## src/rtl/intc_pkg.sv

```systemverilog
package intc_pkg;
  localparam int unsigned NSRC     = 32;
  localparam int unsigned AW       = 12;
  localparam logic [NSRC-1:0] USED_SRC = 32'h000F_FC7A;
  localparam int unsigned SWI_POS  = 1;
  localparam int unsigned BANK_BIT = 8;

  typedef enum logic [1:0] {
    RSEL_STAT = 2'd0,
    RSEL_SIG  = 2'd1,
    RSEL_EN   = 2'd2,
    RSEL_CLR  = 2'd3
  } rsel_e;

  localparam logic [AW-1:0] SWI_ADDR = 12'h010;
endpackage

```

## src/rtl/intc_bank.sv

```systemverilog
module intc_bank #(
  parameter int unsigned N       = 32,
  parameter logic [N-1:0] USED   = '1,
  parameter bit          SUMMARY = 1'b0
) (
  input  logic         clk,
  input  logic         rst_n,
  input  logic         set_stb,
  input  logic         clr_stb,
  input  logic [N-1:0] wdata,
  input  logic [N-1:0] sig,
  input  logic [N-1:0] block,
  output logic [N-1:0] en_o,
  output logic [N-1:0] stat_o,
  output logic         req_o
);
  logic [N-1:0] en_q, en_d, set_m, clr_m, hit;
  logic         req_q, req_d;

  always_comb begin
    set_m = set_stb ? (wdata & USED) : '0;
    clr_m = clr_stb ? wdata : '0;
    en_d  = (en_q | set_m) & ~clr_m;
    hit   = sig & en_q & ~block;
    hit[0] = 1'b0;
    req_d = |hit;
  end

  generate
    if (SUMMARY) begin : g_sum
      always_comb stat_o = {hit[N-1:1], |hit[N-1:1]};
    end else begin : g_plain
      always_comb stat_o = {hit[N-1:1], 1'b0};
    end
  endgenerate

  always_ff @(posedge clk or negedge rst_n) begin
    if (!rst_n) begin
      en_q  <= '0;
      req_q <= 1'b0;
    end else begin
      if (set_stb || clr_stb) en_q <= en_d;
      req_q <= req_d;
    end
  end

  assign en_o  = en_q;
  assign req_o = req_q;


  clear_only_chk: assert property (@(posedge clk) disable iff (!rst_n)
    clr_stb |=> ((en_q & $past(wdata)) == '0));

  set_sticky_chk: assert property (@(posedge clk) disable iff (!rst_n)
    (set_stb && !clr_stb) |=> ((en_q & $past(wdata) & USED) == ($past(wdata) & USED)));

  no_drop_chk: assert property (@(posedge clk) disable iff (!rst_n)
    !clr_stb |=> (($past(en_q) & ~en_q) == '0));
endmodule

```

## src/rtl/intc_regif.sv

```systemverilog
module intc_regif
  import intc_pkg::*;
#(
  parameter int unsigned N  = 32,
  parameter int unsigned AW = 12
) (
  input  logic               clk,
  input  logic               rst_n,
  input  logic [AW-1:0]      addr,
  input  logic               we,
  input  logic [N-1:0]       wdata,
  input  logic [N-1:0]       sig,
  input  logic [1:0][N-1:0]  en_all,
  input  logic [1:0][N-1:0]  stat_all,
  output logic [1:0]         set_stb,
  output logic [1:0]         clr_stb,
  output logic               swi_o,
  output logic [N-1:0]       rdata
);
  logic  bank_hit, swi_hit, bidx, swi_q, swi_d;
  rsel_e rsel;

  always_comb begin
    bank_hit = (addr[AW-1:BANK_BIT+1] == '0) && (addr[BANK_BIT-1:4] == '0)
               && (addr[1:0] == 2'b00);
    bidx     = addr[BANK_BIT];
    rsel     = rsel_e'(addr[3:2]);
    swi_hit  = (addr == SWI_ADDR);
    set_stb  = '0;
    clr_stb  = '0;
    if (we && bank_hit && rsel == RSEL_EN)  set_stb[bidx] = 1'b1;
    if (we && bank_hit && rsel == RSEL_CLR) clr_stb[bidx] = 1'b1;
    swi_d = (we && swi_hit) ? wdata[0] : swi_q;
  end

  always_comb begin
    rdata = '0;
    if (bank_hit) begin
      unique case (rsel)
        RSEL_STAT: rdata = stat_all[bidx];
        RSEL_SIG:  rdata = sig;
        RSEL_EN:   rdata = en_all[bidx];
        RSEL_CLR:  rdata = '0;
      endcase
    end else if (swi_hit) begin
      rdata[0] = swi_q;
    end
  end

  always_ff @(posedge clk or negedge rst_n) begin
    if (!rst_n) swi_q <= 1'b0;
    else        swi_q <= swi_d;
  end

  assign swi_o = swi_q;


  swi_store_chk: assert property (@(posedge clk) disable iff (!rst_n)
    (we && swi_hit) |=> (swi_q == $past(wdata[0])));
endmodule

```

## src/rtl/intc_dual_level.sv

```systemverilog
module intc_dual_level
  import intc_pkg::*;
(
  input  logic            clk,
  input  logic            rst_n,
  input  logic [NSRC-1:0] src_i,
  input  logic [AW-1:0]   bus_addr,
  input  logic            bus_we,
  input  logic [NSRC-1:0] bus_wdata,
  output logic [NSRC-1:0] bus_rdata,
  output logic            irq_o,
  output logic            fiq_o
);
  localparam int unsigned NB = 2;
  localparam logic [NSRC-1:0] SWI_ONEHOT = NSRC'(1) << SWI_POS;

  logic [1:0]            rst_pipe;
  logic                  rst_s;
  logic [NB-1:0]         set_stb, clr_stb, req;
  logic [NB-1:0][NSRC-1:0] en_all, stat_all;
  logic [NSRC-1:0]       sig;
  logic                  swi;

  always_ff @(posedge clk or negedge rst_n) begin
    if (!rst_n) rst_pipe <= 2'b00;
    else        rst_pipe <= {rst_pipe[0], 1'b1};
  end
  assign rst_s = rst_pipe[1];

  always_comb begin
    sig = (src_i & USED_SRC & ~SWI_ONEHOT) | (swi ? SWI_ONEHOT : '0);
  end

  intc_regif #(.N(NSRC), .AW(AW)) u_regif (
    .clk(clk), .rst_n(rst_s), .addr(bus_addr), .we(bus_we), .wdata(bus_wdata),
    .sig(sig), .en_all(en_all), .stat_all(stat_all),
    .set_stb(set_stb), .clr_stb(clr_stb), .swi_o(swi), .rdata(bus_rdata)
  );

  for (genvar g = 0; g < NB; g++) begin : g_bank
    logic [NSRC-1:0] blk;
    assign blk = (g == 0) ? en_all[1] : '0;
    intc_bank #(.N(NSRC), .USED(USED_SRC), .SUMMARY(g == 1)) u_bank (
      .clk(clk), .rst_n(rst_s), .set_stb(set_stb[g]), .clr_stb(clr_stb[g]),
      .wdata(bus_wdata), .sig(sig), .block(blk),
      .en_o(en_all[g]), .stat_o(stat_all[g]), .req_o(req[g])
    );
  end

  assign irq_o = req[0];
  assign fiq_o = req[1];


  level_excl_chk: assert property (@(posedge clk) disable iff (!rst_s)
    ((stat_all[0] & stat_all[1]) & ~NSRC'(1)) == '0);

  irq_delay_chk: assert property (@(posedge clk) disable iff (!rst_s)
    1'b1 |=> (irq_o == $past(|stat_all[0])));

  fiq_summary_chk: assert property (@(posedge clk) disable iff (!rst_s)
    stat_all[1][0] |=> fiq_o);

  irq_bit0_chk: assert property (@(posedge clk) disable iff (!rst_s)
    !stat_all[0][0]);
endmodule

```

## config.mk

```make
export PLATFORM = sky130hd
export DESIGN_NAME = intc_dual_level
export DESIGN_NICKNAME = d
export VERILOG_FILES = /design/src/rtl/intc_pkg.sv /design/src/rtl/intc_bank.sv /design/src/rtl/intc_regif.sv /design/src/rtl/intc_dual_level.sv
export SDC_FILE = /design/constraint.sdc
export NUM_CORES = 1
export LEC_CHECK = 0
export ABC_AREA = 1
export BUFFER_PORTS_ARGS = -buffer_cell sky130_fd_sc_hd__buf_2
export CAP_MARGIN = 20
export CORE_ASPECT_RATIO = 1.5
export CORE_MARGIN = 8
export CORE_UTILIZATION = 58
export CTS_BUF_LIST = sky130_fd_sc_hd__clkbuf_4 sky130_fd_sc_hd__clkbuf_8
export CTS_CLUSTER_SIZE = 30
export DETAILED_ROUTE_END_ITERATION = 8
export PLACE_DENSITY = 0.86
export SYNTH_ARGS = -nofsm -noshare
export SYNTH_HDL_FRONTEND = slang
export SYNTH_SLANG_ARGS = --single-unit
export TNS_END_PERCENT = 100
```

## constraint.sdc

```tcl
create_clock -name clk -period 4.8 [get_ports clk]
set_input_delay 0.72 -clock clk [delete_from_list [all_inputs] [get_ports clk]]
set_output_delay 0.72 -clock clk [all_outputs]
set_load 0.05 [all_outputs]
```

---- Word level (Yosys, flattened, before mapping) ----
Cells that the tools add are included.
word-level totals
  register bits ........................... 69
  bits in latches ......................... 0
  RAM bits ................................ 0
  memory bits (read-only) ................. 0
  input bits .............................. 79
  output and inout bits ................... 34
  memories kept ........................... 0
cells by class
  $add $sub $neg .......................... 0
  multiply operators ...................... 0
  div/mod/pow operators ................... 0
  magnitude comparators ................... 2
  equal/unequal tests ..................... 4
  shifts and indexed selects .............. 0
  multiplexer cells ....................... 17
  bitwise logic cells ..................... 11
  reduce and logical (&&, ||, !) cells .... 15
operators by type and width
  cell                                                        number
  2-to-1 mux 32 bit                                           6
  case mux 32 bit (4 select lines)                            1
  bitwise AND 32 bit                                          3
  NOT 32 bit                                                  3
  bitwise AND 20 x 32 -> 32 bit                               2
  bitwise OR 32 bit                                           2
  OR reduction 31 bit                                         2
  2-to-1 mux 20 bit                                           2
  2-to-1 mux 31 bit                                           1
  bitwise OR 20 x 2 -> 20 bit                                 1
  equality test 12 x 5 -> 1 bit, second input constant        1
  logical AND 1 bit                                           7
  2-to-1 mux 2 bit                                            3
  equality test 2 bit, second input constant                  2
  zero test 2 bit                                             2
  zero test 4 bit                                             1
  zero test 3 bit                                             1
  2-to-1 mux 1 bit                                            3
  equality test 2 x 1 -> 1 bit, second input constant         1
  logical OR 1 bit                                            2
  less-than comparator 1 x 2 -> 1 bit, second input constant  1
  demux 1 bit (select 1 bit)                                  1
  >= comparator 1 bit, second input constant                  1

---- Depth between registers and ports, before layout ----
Gate-level depths: netlist (run 1).
  word-level depth ........................ 9
  mapped depth ............................ 9
  depth with buffers taken out ............ 8

---- Cells and area by module ----
From an unflattened synthesis (run 1), not the netlist that was laid out.
unflattened totals
  cell total of the unflattened synthesis .. 860
  area, all modules ....................... 5263.8 um2
modules (own cells, without submodules)
  module                         times used  cells an instance  area each (um2)  seq. area each (um2)
  intc_regif                     1           419                1751.7           25.0
  intc_bank at g_bank[0].u_bank  1           219                1729.2           825.8
  intc_bank at g_bank[1].u_bank  1           218                1725.4           825.8
  intc_dual_level                1           4                  57.6             50.0

---- Least setup slack after synthesis (run 1) ----
No wires, ideal clock.
  kind .................................... input to output
  start ................................... input bus_addr[7]
  end ..................................... output bus_rdata[21]
  arrival ................................. 2.556 ns
  slack ................................... 1.524 ns
  stages on the path ...................... 6
  path through ............................ nor2_1 > nand2_2 > nor2_8 > nand3_4 > buf_1 > a211oi_1
between the ends
  word-level cells in the longest chain between the ends .. 4
RTL lines
  element            line                   RTL
  start, declared    intc_dual_level.sv:7   input logic [AW-1:0] bus_addr,
  zero test 4 bit    intc_regif.sv:24       bank_hit = (addr[AW-1:BANK_BIT+1] == '0) && (addr[BANK_BIT-1:4] == '0)
  logical AND 1 bit  intc_regif.sv:24
  logical AND 1 bit  intc_regif.sv:25       && (addr[1:0] == 2'b00);
  2-to-1 mux 31 bit  intc_regif.sv:38       if (bank_hit) begin
  end, declared      intc_dual_level.sv:10  output logic [NSRC-1:0] bus_rdata,
No other way between the ends.

---- Final worst setup path (run 1) ----
  start ................................... input bus_addr[8]
  end ..................................... output bus_rdata[15]
between the ends
  word-level cells in the longest chain between the ends .. 4
  elaborated cells on any way between the ends .. 6
  those cells by class .................... mux: 6
RTL lines
  element                                             line                                RTL
  2-to-1 mux 32 bit (on tied branches) (2 in series)  intc_regif.sv:42, intc_regif.sv:40
  case mux 32 bit (4 select lines) *                  intc_regif.sv:39                    unique case (rsel)
  2-to-1 mux 31 bit *                                 intc_regif.sv:38
Every way passes the cells marked *; elsewhere a longest branch is shown, timed or not. The select of a mux whose other input is x is not followed.

==> results of run 1 <==
[worst reg2reg max path, stage by stage, from the launching register on]
cell and delay [ns]:
dfrtp_1 0.40, nand2_1 0.08, nor2_1 0.06, nor2_1 0.11
nand3_1 0.12, nor4_1 0.26, nand2_1 0.10
[cell type report]
| type | count | area, um2 | area share |
|---|---|---|---|
| Clock buffer | 14 | 168 | 0.0363 |
| Clock inverter | 2 | 10.0 | 0.00217 |
| Inverter | 89 | 334 | 0.0723 |
| Multi-Input combinational cell | 358 | 1780 | 0.386 |
| Sequential cell | 69 | 1730 | 0.374 |
| Tap cell | 78 | 97.6 | 0.0211 |
| Timing Repair Buffer | 98 | 500 | 0.108 |
[power groups by stage]
stage	sequential [mW]	clock, mW	combinational, mW
after detailed placement	0.597	0	0.120
final	0.585	0.438	0.122
after CTS	0.585	0.446	0.121
after floorplan	0.605	0	0.0615
after global placement	0.596	0	0.116
after global routing	0.585	0.470	0.135
[per-stage QoR]
stage / instance area (um2) / util / cells
6_report: 4620 / 0.683 / 708
4_1_cts: 4620 / 0.683 / 708
3_5_place_dp: 4440 / 0.657 / 692
3_3_place_gp: 4440 / 0.657 / 692
5_1_grt: 4620 / 0.683 / 708
2_1_floorplan: 3990 / - / 541
[per-layer routing]
metal | GRT usage | up-vias | part of all wire
li1 | - | 1910 | -
met1 | 0.230 | 1859 | 0.37
met2 | 0.367 | 206 | 0.50
met3 | 0.0644 | 41 | 0.090
met4 | 0.138 | 0 | 0.037
met5 | 0 | - | 0
[Yosys cell counts]
master and number:
nor2_1 101, inv_1 85, a21oi_1 69, dfrtp_1 69, nand2_1 50, nand3_1 49, o21ai_0 23, buf_2 17
o21a_1 17, a211oi_1 16, nor3_1 8, buf_6 5, inv_2 4, nand2_2 3, nor2_4 3, a31oi_1 2
buf_1 2, nand3_4 2, nand4_1 2, nor4_1 2, o211ai_1 2, o21ai_1 2, a221oi_1 1, clkbuf_1 1
conb_1 1, nand2_4 1, nand3_2 1, nor2_2 1, nor2_8 1, nor3_2 1
[sequential cells by signal (all words and copies together), names as in the netlist]
signal	count
g_bank.u_bank.en_o	64
g_bank.u_bank.req_o	2
rst_pipe	2
u_regif.swi_o	1
[logic make-up (layout without fill, tap and decap cells)]
family	after synthesis	after routing	synth area share
simple gates	225	225	0.256
other cells	1	1	0.000939
flops	69	69	0.432
buf+inv	114	203	0.122
compound gates	132	132	0.189
[cell usage in the layout (no fill, tap or decap), types with 2 or more instances in the layout]
cell      count
nor2_1      101
o21a_1       17
o21ai_1       2
nand2_1      50
clkinv_2      2
a211oi_1     16
nand4_1       2
nand3_1      49
clkbuf_4      4
dfrtp_1      68
a31oi_1       2
nor2_4        3
nor4_1        2
o211ai_1      2
nor3_1        8
inv_1        85
nand3_4       2
a21oi_1      69
o21ai_0      23
nand2_2       3
buf_2        94
buf_4         4
inv_2         4
clkbuf_8     10
[how the worst max path moves through the flow]
| stage | from | to | slack, ns | cells after the start |
|---|---|---|---|---|
| 6_report | bus_addr[8] | bus_rdata[15] | 1.77 | 6 |
| 5_1_grt | bus_addr[8] | bus_rdata[15] | 1.73 | 6 |
| 4_1_cts | bus_addr[8] | bus_rdata[15] | 1.85 | 6 |
| 3_5_place_dp | bus_addr[8] | bus_rdata[15] | 1.85 | 6 |
| 3_3_place_gp | bus_addr[8] | bus_rdata[15] | 1.84 | 6 |
| 2_1_floorplan | bus_addr[7] | bus_rdata[21] | 1.52 | 6 |
==> summary.md, run 1 <==
Port buffering added 94 buffers. After detailed routing, the average wire length per cell comes to 15.4 um. The logs give 68 for the largest net degree at the start of global routing and 298 uW for the power spent charging and discharging nets. For the worst flop-to-flop path, the logic depth is 6.

After layout, the worst setup slack is 1.77 ns. The overall die area came out at 0.00985 mm2. For this block, the initial DRC count from the detailed router was 474. The sequential share of power is 0.511, and the maximum clock insertion buffer count is 2. During I/O placement, the number of pins put on the boundary was 113.

The initial standard-cell utilization of the core was 0.591. Setup repair after global routing left no endpoint under its margin. Averaged over all synthesized cells, the footprint is 7.38 um2. Power comes to 1.14 mW. The setup check on the worst reg-to-reg path leaves a slack of 3.54 ns. In the routed design, unresolved DRC markers number 0. Setup violation total in the final timing report: 0. Post-CTS timing repair inserted 0 buffers for setup.

The highest net fanout along the worst path works out to 53. Power spread over the standard cell area amounts to 248 mW/mm2. By startpoint and endpoint, the worst setup path is classified as primary input to primary output. Remaining number of nets flagged by the antenna check after routing: 0. The critical path endpoint category is a primary output. The worst hold-check slack came out at 0.143 ns. The tools report the via count as 4016. The tools report the worst slew margin relative to its limit as 0.433.

The max-slew violation total from the final report was 0; the y dimension of the die was 118 um. From synthesis to final layout, the design area changed by 15.6%. The quantity of hold-fixing buffers added after cts came out at 0. Summed over all cells, the static leakage comes to 2.58 nW.

The tools report the row count as 37. The startpoint type of the worst setup path was a primary input. For the internal power of the cells, the log shows 847 uW. The H-tree generated during clock tree synthesis spans 3 levels. The run gives 0 as the warning count from the yosys run.

Number of antenna violations at the first check in global routing: 0. The proportion of total power due to net switching works out to 0.261. The class of the tightest hold or removal check was primary input to asynchronous set/reset pin. The cell area that synthesis handed to floorplanning was 0.00399 mm2. The largest area contributor in the netlist was dfrtp_1. At the placement stage, the worst setup path has a slack of 1.85 ns. The critical path's top delay family is buffers and inverters. Relative contribution of the clock network to total power: 0.382. The peak per-stage delay on the critical path was 0.49 ns. The tools report the origin of the critical flop-to-flop path as g_bank[0].u_bank.en_o[6].

The net count of the finished layout is 704. The reg-to-reg critical path endpoint was g_bank[0].u_bank.req_o. In the routed layout, each cell is associated on average with a via count of 5.67. The post-route fraction of the period consumed by the critical path works out to 0.632. After clock tree synthesis, the clock-pin slew on the worst setup and hold paths is 0.07 ns.

The worst-case IR drop observed on VDD is 0.000250 V. The run gives 30 as the count of cell types in the netlist. On the critical path, the stage with the largest delay is an instance of nor2_1.

The run finished with clean final reports. The measured slew at the worst slew-check pin works out to 0.851 ns. On the final layout, the worst clock skew is 0.00555 ns. CTS saw 69 sinks. The tools report the total clock buffers created by CTS as 9. The register bit count reported by yosys works out to 69. Portion of total power attributed to combinational logic: 0.107.

The first TritonRoute pass finished after 6 iterations. For the final HPWL from detailed placement, the log shows 7550 um. The area share of the largest cell type after synthesis is 0.432.

Across the run, the number of max-cap violations was 0. For the via count of the first global-routing pass, the log shows 4072. The total detailed-routing wirelength was 10900 um; the sequential element share of the synthesized area was 0.432. The horizontal die dimension was 83.8 um. For the fill cell total of the finished layout, the log shows 558.

At the worst endpoint, the required time is 4.08 ns. The tools report the number of failing hold endpoints at the final stage as 0. Clock tree root driver cell: clkbuf_8. The run gives 0 ns as the total negative slack. The first global-routing pass estimated 18000 um of wire. The number of gates resized after CTS was 0. The run gives 0.34 ns as the insertion delay to the later sink of the worst-skew pair. The run gives 0.218 as the combined global-route utilization of all metal layers. Counting I/O delays and the setup requirement, the final critical path takes 3.03 ns. TritonCTS built the clock tree.

0 antenna diodes ended up in the layout. Walking the worst path, the cells encountered are buf_2, buf_4, nor2_1, a21oi_1, a21oi_1, buf_2. The region available for standard cell placement spans 0.00676 mm2.

The tools report the placer congestion estimate as 0.877. The critical path data arrival time was 2.31 ns. The number of buffers and inverters on the critical path is 3.

Ranked by total cell area, the synthesized netlist is headed by dfrtp_1, nor2_1, a21oi_1. The post-synthesis instance total was 541; the remaining global-route overflow was 0. The fraction of final layout cells with drive strength greater than 1 was 0.210; the maximum operating frequency was 330 MHz. The total nets after synthesis was 620.
(Power assumes the default switching activity.)
==> run 2: changes to the inputs <==
- ABC_AREA: 1 -> 0
- CORE_UTILIZATION: 58 -> 54
- PLACE_DENSITY: 0.86 -> 0.81
- clock period: 4.8 -> 3 ns (I/O delays scaled with it)
==> summary.md, run 2 <==
The maximum operating frequency came out at 362 MHz. The worst endpoint required time was 2.55 ns (was 4.08 ns); the worst hold-check slack was 0.165 ns (was 0.143 ns). The placer congestion estimate was 0.873 (was 0.877). The total clock buffers created by CTS was 9 (unchanged); the number of buffers added on ports was 94 (unchanged). The cell occurring most often along the worst timing path is buf_2. Most common library cell in the layout ignoring fill and taps: buf_2 (was nor2_1). The tools report the final cell area excluding filler cells as 0.00454 mm2 (was 0.00462 mm2). The highest-delay cell along the critical path was or4b_4 (was nor2_1).

The layout-stage area growth over the synthesis result was 19.1% (was 15.6%); the leakage power total was 2.10 nW (was 2.58 nW). The post-layout net count came out at 578 (was 704). The horizontal die dimension is 84.6 um (was 83.8 um), and the post-synthesis instance total is 416 (was 541).

The run gives 0 (unchanged) as the max-cap check violation count. The most common cell in the netlist was dfrtp_1 (was nor2_1). The routed wire length per instance came out at 18.5 um (was 15.4 um). Class of the tightest hold or removal check: flop to asynchronous set/reset pin (was primary input to asynchronous set/reset pin).

The total detailed-routing wirelength is 10800 um (was 10900 um). TritonCTS built the clock tree. The startpoint type of the worst setup path was a primary input (unchanged). The clock period could shrink to 2.76 ns.

The wire length of the first global-routing pass was 18400 um (was 18000 um); the antenna diode instance count was 0 (unchanged). The run gives 3801 (was 4072) as the via count of the first global-routing pass. Top post-synthesis cells by area: dfrtp_1, o21a_1, o21ai_0 (was dfrtp_1, nor2_1, a21oi_1).

The number of top-level pins was 113 (unchanged); the remaining number of nets flagged by the antenna check after routing was 0 (unchanged). The total nets after synthesis is 495 (was 620). Fraction of final layout cells with drive strength greater than 1: 0.264 (was 0.210). The clock tree root driver cell is clkbuf_8 (unchanged). The share of synthesized registers carrying an async set or reset was 1.00 (unchanged); the initial standard-cell utilization of the core was 0.557 (was 0.591). Worst slew margin relative to its limit: 0.376 (was 0.433). The areal power density over the cells came out at 409 mW/mm2 (was 248 mW/mm2).

The number of failing hold endpoints at the final stage was 0 (unchanged); the area of the mapped netlist was 0.00381 mm2 (was 0.00399 mm2). The total instance count after detailed placement is 565 (was 692), and the overall die area is 0.0101 mm2 (was 0.00985 mm2). The run gives 51 (was 68) as the largest net degree at the start of global routing. For the maximum level of the CTS H-tree, the log shows 3 (unchanged). The row count came out at 37 (unchanged). Critical path data arrival time: 2.31 ns (about the same). Critical path endpoint category: a primary output (unchanged). Fill cell total of the finished layout: 577 (was 558).

Primary flip-flop cell chosen by synthesis mapping: dfrtp_1 (unchanged). The post-route fraction of the period consumed by the critical path works out to 0.921. The measured slew at the worst slew-check pin came out at 0.932 ns (was 0.851 ns).

For the setup violation total in the final timing report, the log shows 0 (unchanged). The register bit count reported by yosys came out at 69 (unchanged). The remaining global-route overflow is 0 (unchanged), and the standard cell area after detailed placement is 0.00434 mm2 (was 0.00444 mm2). The number of flip-flops under the largest register name came out at 64 (unchanged). Most frequent cells after synthesis: dfrtp_1, o21ai_0, o21a_1 (was nor2_1, inv_1, a21oi_1, dfrtp_1, nand2_1). The tools report the number of sinks driven by the clock tree as 69 (unchanged).

The run gives 37 (was 30) as the count of cell types in the netlist. The peak supply drop came out at 0.000364 V (was 0.000250 V). The first-pass iteration count of the detailed router was 5 (was 6). The run finished with clean final reports. The count of flip-flops with a built-in enable after synthesis works out to 0 (unchanged). The via count came out at 3616 (was 4016).

The largest area contributor in the netlist was dfrtp_1 (unchanged). The run gives 0.221 (was 0.218) as the combined global-route utilization of all metal layers. The logs give 2 (unchanged) for the maximum clock insertion buffer count and 7670 um (was 7550 um) for the final HPWL from detailed placement.

CP cell instances: buf_2, or4_4, or4b_4, o211ai_1, buf_2 (was buf_2, buf_4, nor2_1, a21oi_1, a21oi_1, buf_2). The sequential element share of the synthesized area was 0.453 (was 0.432); the peak per-stage delay on the critical path was 0.66 ns (was 0.49 ns). Mean area per synthesized cell: 9.17 um2 (was 7.38 um2).

The type of the worst setup path is primary input to primary output (unchanged). The tools report the clock skew as 0.00914 ns (was 0.00555 ns). The mean number of vias per cell came out at 6.21 (was 5.67).

For the initial detailed-routing violation count, the log shows 269 (was 474). The run gives 0.00685 mm2 (was 0.00676 mm2) as the floorplan core area. The y dimension of the die was 119 um (was 118 um); the max-slew violation total from the final report was 0 (unchanged). The area share of the largest cell type after synthesis came out at 0.453 (was 0.432).

The filler-free cell count of the finished design is 582 (was 708), and the total negative slack is 0 ns (unchanged). The insertion delay to the later sink of the worst-skew pair is 0.35 ns (was 0.34 ns), and the post-CTS setup buffer count is 0 (unchanged). The warning count from the yosys run came out at 0 (unchanged). The run gives 0 (unchanged) as the count of unresolved DRC violations after routing. The clock transition at the registers of the reported paths is 0.07 ns (about the same), and the number of antenna violations at the first check in global routing is 0 (unchanged). The highest net fanout along the worst path came out at 17 (was 53). Setup repair after global routing left no endpoint under its margin. Top library cells by usage in the layout, fill and taps aside: buf_2, dfrtp_1, o21ai_0 (was nor2_1, buf_2, inv_1).
==> run 2: cell count changes after synthesis, sizes merged, moves of 17 or more <==
| cell | previous run | this run |
|---|---|---|
| a21oi | 69 | 13 |
| o21a | 17 | 34 |
| o21ai | 25 | 50 |
| o31ai | 0 | 30 |
| nand2 | 54 | 25 |
| nand3 | 52 | 17 |
| buf | 24 | 5 |
| nor2 | 106 | 30 |
| clkbuf | 1 | 30 |
| inv | 89 | 15 |
| mux2i | 0 | 17 |
==> run 2: repair_timing <==
action | in CTS | in global routing
gates resized for setup | 0 | 0
hold endpoints to repair | 2 | 0
hold buffers | 1 | 0
==> run 2: where the power goes <==
group	switching [mW]	internal [mW]
registers	0.00617	0.934
clock network	0.341	0.410
logic	0.106	0.0588
==> run 2: path summary, 6_finish.rpt <==
| kind | start | to | slack [ns] | cells past startpoint |
|---|---|---|---|---|
| setup / recovery | bus_addr[7] | bus_rdata[0] | 0.24 | 5 |
| hold / removal | rst_pipe[1] | g_bank[0].u_bank.en_o[31] | 0.16 | 0 |
| setup reg to reg | g_bank[1].u_bank.en_o[12] | g_bank[1].u_bank.req_o | 1.58 | 3 |
| hold reg to reg | rst_pipe[1] | g_bank[0].u_bank.en_o[31] | 0.16 | 0 |
| max in group asynchronous | rst_pipe[1] | g_bank[1].u_bank.en_o[25] | 2.17 | 1 |
| min in group clk | rst_pipe[0] | rst_pipe[1] | 0.35 | 0 |
==> run 2: per-layer routing <==
metal / vias up / share of wire / global-route usage
li1: 1699 / - / -
met1: 1732 / 0.41 / 0.261
met2: 156 / 0.48 / 0.364
met3: 29 / 0.079 / 0.0633
met4: 0 / 0.027 / 0.102
met5: - / 0 / 0
==> run 2: layout make-up <==
class | count | area [um2] | share of cell area
Clock inverter | 5 | 50.0 | 0.0110
Sequential cell | 69 | 1730 | 0.380
Clock buffer | 11 | 145 | 0.0320
Tap cell | 78 | 97.6 | 0.0215
Timing Repair Buffer | 107 | 571 | 0.126
Inverter | 15 | 56.3 | 0.0124
Multi-Input combinational cell | 297 | 1890 | 0.417
==> run 2: cell families (layout without fill, tap and decap cells) <==
family                 count (synthesis)  after routing  synth area share
flip-flops                            69             69             0.453
other                                  1              1          0.000983
multiplexers                          18             18            0.0476
buffers and inverters                 50            138            0.0531
AO/OA/AOI/OAI                        151            151             0.264
AND/OR/NAND/NOR                      127            127             0.182
==> run 2: worst max-delay path: cells and delay by family <==
family,cells,cell delay [ns]
AO/OA/AOI/OAI,1,0.24
AND/OR/NAND/NOR,2,1.20
buffers and inverters,2,0.41
==> run 2: metrics by stage <==
| stage | total power, mW | util | setup WS, ns |
|---|---|---|---|
| floorplan | 1.04 | - | 0.0270 |
| global route | 1.92 | 0.663 | 0.212 |
| detailed placement | 1.12 | 0.633 | 0.270 |
| CTS | 1.87 | 0.663 | 0.263 |
| global placement | 1.12 | 0.633 | 0.231 |
| finish | 1.86 | 0.663 | 0.238 |
